==> src/rtl/gpiomux_pkg.sv <==
package gpiomux_pkg;
    localparam int NMOD = 3;

    typedef enum logic [1:0] {
        SRC_PORT = 2'b00,
        SRC_MOD1 = 2'b01,
        SRC_MOD2 = 2'b10,
        SRC_MOD3 = 2'b11
    } src_e;

    typedef enum logic [2:0] {
        A_OUT  = 3'd0,
        A_DIR  = 3'd1,
        A_REN  = 3'd2,
        A_SEL0 = 3'd3,
        A_SEL1 = 3'd4,
        A_LCD  = 3'd5,
        A_IN   = 3'd6,
        A_NONE = 3'd7
    } addr_e;
endpackage

==> src/rtl/gpiomux_regs.sv <==
module gpiomux_regs
    import gpiomux_pkg::*;
#(
    parameter int W = 8
) (
    input  logic         clk,
    input  logic         rst_n,
    input  logic         wr_en,
    input  logic [2:0]   wr_addr,
    input  logic [W-1:0] wr_data,
    output logic [W-1:0] out_q,
    output logic [W-1:0] dir_q,
    output logic [W-1:0] ren_q,
    output logic [W-1:0] sel0_q,
    output logic [W-1:0] sel1_q,
    output logic [W-1:0] lcd_q
);
    always_ff @(posedge clk or negedge rst_n) begin
        if (!rst_n) begin
            out_q  <= '0;
            dir_q  <= '0;
            ren_q  <= '0;
            sel0_q <= '0;
            sel1_q <= '0;
            lcd_q  <= '0;
        end else if (wr_en) begin
            unique case (addr_e'(wr_addr))
                A_OUT:   out_q  <= wr_data;
                A_DIR:   dir_q  <= wr_data;
                A_REN:   ren_q  <= wr_data;
                A_SEL0:  sel0_q <= wr_data;
                A_SEL1:  sel1_q <= wr_data;
                A_LCD:   lcd_q  <= wr_data;
                A_IN, A_NONE: ;
            endcase
        end
    end
endmodule

==> src/rtl/gpiomux_sync.sv <==
module gpiomux_sync #(
    parameter int W = 8
) (
    input  logic         clk,
    input  logic         rst_n,
    input  logic [W-1:0] d,
    output logic [W-1:0] q
);
    logic [W-1:0] stage1;

    always_ff @(posedge clk or negedge rst_n) begin
        if (!rst_n) begin
            stage1 <= '0;
            q      <= '0;
        end else begin
            stage1 <= d;
            q      <= stage1;
        end
    end
endmodule

==> src/rtl/gpiomux_pin.sv <==
module gpiomux_pin
    import gpiomux_pkg::*;
#(
    parameter bit MOD_DIR_BIT = 1'b1
) (
    input  logic [1:0]      sel,
    input  logic            out_bit,
    input  logic            dir_bit,
    input  logic            ren_bit,
    input  logic            lcd_bit,
    input  logic [NMOD-1:0] mdout,
    input  logic [NMOD-1:0] moe,
    input  logic            sync_in,
    output logic            pad_out,
    output logic            pad_oe,
    output logic            pad_pu,
    output logic            pad_pd,
    output logic            in_bit,
    output logic [NMOD-1:0] route
);
    logic data_src;
    logic dir_src;
    logic pull_on;

    always_comb begin
        route = '0;
        unique case (src_e'(sel))
            SRC_PORT: begin
                data_src = out_bit;
                dir_src  = dir_bit;
            end
            SRC_MOD1: begin
                data_src = mdout[0];
                dir_src  = MOD_DIR_BIT ? moe[0] : dir_bit;
                route[0] = sync_in;
            end
            SRC_MOD2: begin
                data_src = mdout[1];
                dir_src  = MOD_DIR_BIT ? moe[1] : dir_bit;
                route[1] = sync_in;
            end
            SRC_MOD3: begin
                data_src = mdout[2];
                dir_src  = MOD_DIR_BIT ? moe[2] : dir_bit;
                route[2] = sync_in;
            end
        endcase
        if (lcd_bit) route = '0;
    end

    assign pull_on = ren_bit & ~dir_src & ~lcd_bit;
    assign pad_oe  = dir_src & ~lcd_bit;
    assign pad_out = data_src & ~lcd_bit;
    assign pad_pu  = pull_on & out_bit;
    assign pad_pd  = pull_on & ~out_bit;
    assign in_bit  = sync_in & ~lcd_bit;
endmodule

==> src/rtl/gpiomux_top.sv <==
module gpiomux_top
    import gpiomux_pkg::*;
#(
    parameter int           W       = 8,
    parameter logic [W-1:0] MOD_DIR = 8'h0F
) (
    input  logic            clk,
    input  logic            rst_n,
    input  logic            wr_en,
    input  logic [2:0]      wr_addr,
    input  logic [W-1:0]    wr_data,
    input  logic [2:0]      rd_addr,
    output logic [W-1:0]    rd_data,
    input  logic [3*W-1:0]  mod_dout,
    input  logic [3*W-1:0]  mod_oe,
    output logic [2:0]      mod_din,
    input  logic [W-1:0]    pad_in,
    output logic [W-1:0]    pad_out,
    output logic [W-1:0]    pad_oe,
    output logic [W-1:0]    pad_pu,
    output logic [W-1:0]    pad_pd,
    output logic [W-1:0]    pad_lcd
);
    logic [W-1:0] out_q, dir_q, ren_q, sel0_q, sel1_q, lcd_q;
    logic [W-1:0] sync_q;
    logic [W-1:0] in_q;
    logic [NMOD-1:0] route [W];

    gpiomux_regs #(.W(W)) u_regs (
        .clk(clk), .rst_n(rst_n), .wr_en(wr_en), .wr_addr(wr_addr),
        .wr_data(wr_data), .out_q(out_q), .dir_q(dir_q), .ren_q(ren_q),
        .sel0_q(sel0_q), .sel1_q(sel1_q), .lcd_q(lcd_q)
    );

    gpiomux_sync #(.W(W)) u_sync (
        .clk(clk), .rst_n(rst_n), .d(pad_in), .q(sync_q)
    );

    for (genvar p = 0; p < W; p++) begin : g_pin
        gpiomux_pin #(.MOD_DIR_BIT(MOD_DIR[p])) u_pin (
            .sel     ({sel1_q[p], sel0_q[p]}),
            .out_bit (out_q[p]),
            .dir_bit (dir_q[p]),
            .ren_bit (ren_q[p]),
            .lcd_bit (lcd_q[p]),
            .mdout   ({mod_dout[2*W+p], mod_dout[W+p], mod_dout[p]}),
            .moe     ({mod_oe[2*W+p], mod_oe[W+p], mod_oe[p]}),
            .sync_in (sync_q[p]),
            .pad_out (pad_out[p]),
            .pad_oe  (pad_oe[p]),
            .pad_pu  (pad_pu[p]),
            .pad_pd  (pad_pd[p]),
            .in_bit  (in_q[p]),
            .route   (route[p])
        );
    end

    assign pad_lcd = lcd_q;

    always_comb begin
        mod_din = '0;
        for (int p = 0; p < W; p++) mod_din = mod_din | route[p];
    end

    always_comb begin
        unique case (addr_e'(rd_addr))
            A_OUT:  rd_data = out_q;
            A_DIR:  rd_data = dir_q;
            A_REN:  rd_data = ren_q;
            A_SEL0: rd_data = sel0_q;
            A_SEL1: rd_data = sel1_q;
            A_LCD:  rd_data = lcd_q;
            A_IN:   rd_data = in_q;
            A_NONE: rd_data = '0;
        endcase
    end
endmodule

==> config.mk <==
export PLATFORM = sky130hd
export DESIGN_NAME = gpiomux_top
export DESIGN_NICKNAME = d
export VERILOG_FILES = /design/src/rtl/gpiomux_pkg.sv /design/src/rtl/gpiomux_regs.sv /design/src/rtl/gpiomux_sync.sv /design/src/rtl/gpiomux_pin.sv /design/src/rtl/gpiomux_top.sv
export SDC_FILE = /design/constraint.sdc
export NUM_CORES = 1
export LEC_CHECK = 0
export CORE_ASPECT_RATIO = 2
export CORE_UTILIZATION = 47
export DETAILED_ROUTE_END_ITERATION = 8
export PLACE_DENSITY = 0.83
export SETUP_SLACK_MARGIN = 0.02
export SKIP_LAST_GASP = 1
export SLEW_MARGIN = 20
export SYNTH_ARGS = -nofsm -noshare
export SYNTH_HDL_FRONTEND = slang
export SYNTH_SLANG_ARGS = --single-unit
==> constraint.sdc <==
create_clock -name clk -period 2.1 [get_ports clk]
set_clock_uncertainty 0.1 [all_clocks]
set_input_delay 0.315 -clock clk [delete_from_list [all_inputs] [get_ports clk]]
set_output_delay 0.315 -clock clk [all_outputs]
set_load 0.005 [all_outputs]
==> reports/qor.txt <==
Status: finished with violations
Violated checks: negative setup slack
Hold Fails Final Rpt: 0
Critical Path AT: 1.83 ns
Main combinational cell family by area after synthesis: multiplexers
CTS tree: done
Post-synth top area share: 40.8%
# rows: 46
Pin count of the biggest net entering global routing: 27
XOR/XNOR Fraction of Synth Area: 0%
Setup TNS Final: -1.14 ns
Routed length per instance: 22.6 um
Worst setup margin: -0.145 ns
Relative slew margins: 66.0%
Worst setup path start: u_regs.sel1_q[1]$_DFFE_PN0P_
Simple-gate share of the synthesized area: 19.1%
Flip-flop and latch area: 1610 sq um
Min-Delay Startpoint: u_sync.stage1[6]$_DFF_PN0_
Cells after DPL: 525
Gr ovfl total: 0
Final setup vio count: 14
Clk sink count: 64
Worst r2r src: u_regs.sel1_q[2]$_DFFE_PN0P_
Worst Setup End Kind: output port
Largest cells by area after synthesis: dfrtp_1 (41%), mux2_2 (14%), mux4_2 (8.0%), buf_4 (7.8%), nor4bb_1 (5.6%)
Syn_nets: 400
Die footprint: 8740 sq um
Hold WC Path Type: reg -> reg
CTS root buf: clkbuf_16
Final instance area: 5990 sq um
Initial antenna violation count: 0
Register area share after synthesis: 40.8%
Synth Area per Inst: 12.0 sq um
Post-DP Area: 5190 sq um
Commonest non-fill, non-tap cell in the layout: clkdlybuf4s50_1
Final worst-path cycle share: 107%
Core ar.: 8000 sq um
Max VDD drop: 623 uV
Skew-Pair Late Insertion Delay: 0.33 ns
# port buffers: 111
Post-synthesis mux area share: 22.1%
Post-Synth Adder-Cell Area: 0%
Share of cells above drive strength 1: 49.1%
Via density: 6.20
CP required: 1.68 ns
GRT Util Overall: 30.4%
Post-Route WL: 13,000 um
Yosys Warn Count: 0
Mapped cell area: 3930 sq um
Non-filler cells, final: 573
FF+latch count, synth: 64
FILL cells: 482
Static leakage: 2.56 nW
Chip Height: 131 um
Routed vias: 3,551
RSZ-0062 raised after global routing: yes
Peak Freq: 445 MHz
Crit-path max FO: 3
Multi-input logic area: 2220 sq um
Worst-Margin Slew: 0.510 ns
Pwr Density: 890 nW/um^2
Hold_ws: 0.241 ns
Synth Instances: 327
Vias in the first global route: 3,809
Distinct cell type count after synthesis: 36
Cell accounting for the most synthesized area: dfrtp_1
H-tree depth reported by CTS: 3
First-pass GRT wire length: 19,500 um
DRT iter0 DRCs: 385
1st-pass router iterations: 5
Final Total Pwr: 5.33 mW
Max Cap Viol: 0
GPL Wtd Cong: 0.983
CP Launch Type: register
Kind of critical path: reg -> out
Num CTS Buffers: 9
Antenna Violating Nets Remaining: 0
Clk slew on worst S/H paths: 0.06 ns
CTS Buffer Depth: 2
# IOs: 124
ANT cells: 0
Most frequent cells in the layout: clkdlybuf4s50_1 (68), dfrtp_1 (55), buf_4 (50)
DP HPWL: 8160 um
Area grow syn2layout: 52.7%
Fin nets: 545
DRC Markers: 0
Max-slew violation count: 0
Fin crit period: 2.24 ns
Initial Utilization: 49.1%
Synth Area in Compound Gates: 7.27%
Die W: 66.6 um
logic make-up after synthesis:
kind of cell | Yosys count
simple gates | 96
buf+inv | 68
flops | 64
mux | 63
compound gates | 36
sequential cells by signal, summed over array words and instances, names as in the netlist:
| signal | count |
|---|---|
| u_regs.sel0_q | 8 |
| u_sync.q | 8 |
| u_regs.ren_q | 8 |
| u_regs.lcd_q | 8 |
| u_sync.stage1 | 8 |
| u_regs.sel1_q | 8 |
| u_regs.dir_q | 8 |
| u_regs.out_q | 8 |
Yosys cell counts:
cell        n
o211ai_1    2
nand4bb_1   1
nand3b_1   15
mux2_2     48
o22a_1      1
o32ai_1    12
nor4_1      2
nand2b_1    2
and2_1      9
nor3_4      1
nand4_1     1
and4b_1     4
a21oi_1     7
o32a_1      6
mux4_2     14
buf_6       1
or3_1       1
or2_2       1
mux2i_1     1
a41oi_1     3
a311oi_1    1
buf_2       6
buf_4      41
nand2_1    10
nor4b_4     1
clkbuf_1    3
nor2b_1    15
inv_1      15
o21a_1      1
buf_1       2
nor4bb_1   22
dfrtp_1    64
nand3_1     1
nor4b_1     8
a31oi_1     3
nand4b_1    2
power by group:
part	total, mW	internal, mW	switching [mW]
clock	1.53	0.980	0.546
sequential	1.74	1.46	0.280
combinational	2.07	1.28	0.784
total	5.33	3.72	1.61
routing by layer:
metal,vias up,wire length (um),track usage [%]
met5,-,0,0
met2,221,7010,50.8
met4,0,744,20.6
li1,1507,-,-
met3,57,939,6.34
met1,1766,4270,32.8
repair_timing:
item / 4_1_cts / 5_1_grt
buffers inserted: 25 / 7
hold endpoints to repair: 22 / 0
hold buffers: 1 / 0
endpoints found under the setup margin: 39 / 27
gates cloned: 1 / 0
pin swaps: 21 / 23
gates resized for setup: 157 / 43
worst max-delay path, cell delays in order, from the launching register on:
cell	delay, ns
dfrtp_1	0.39
buf_6	0.12
mux4_2	0.53
nor4bb_2	0.29
buf_2	0.17
final cells by class:
type                    instances  share of cell area, %
multi-input cells             195                   37.0
repair buffers                187                   28.2
flip-flops and latches         64                   26.9
clock buffers                  13                   4.34
well taps                      96                   2.00
inverters                      15                  0.939
clock inverters                 3                  0.668
final timing paths:
check	slack (ns)	cells after the start	to
max	-0.14	4	pad_pu[1]
min	0.24	0	u_sync.q[6]$_DFF_PN0_
min reg2reg	0.24	0	u_sync.q[6]$_DFF_PN0_
max reg2reg	0.87	4	u_regs.sel1_q[2]$_DFFE_PN0P_
max in group asynchronous	0.75	3	u_regs.dir_q[5]$_DFFE_PN0P_
min in group asynchronous	0.40	2	u_sync.q[6]$_DFF_PN0_
through the flow:
step                utilization, %  worst slack, ns
floorplan                        -            0.312
global placement              64.9           -0.516
detailed placement            64.9           -0.559
CTS                           72.9           -0.166
global route                  74.9           -0.231
finish                        74.9           -0.145
No activity file was read; power rests on OpenSTA's default activity.
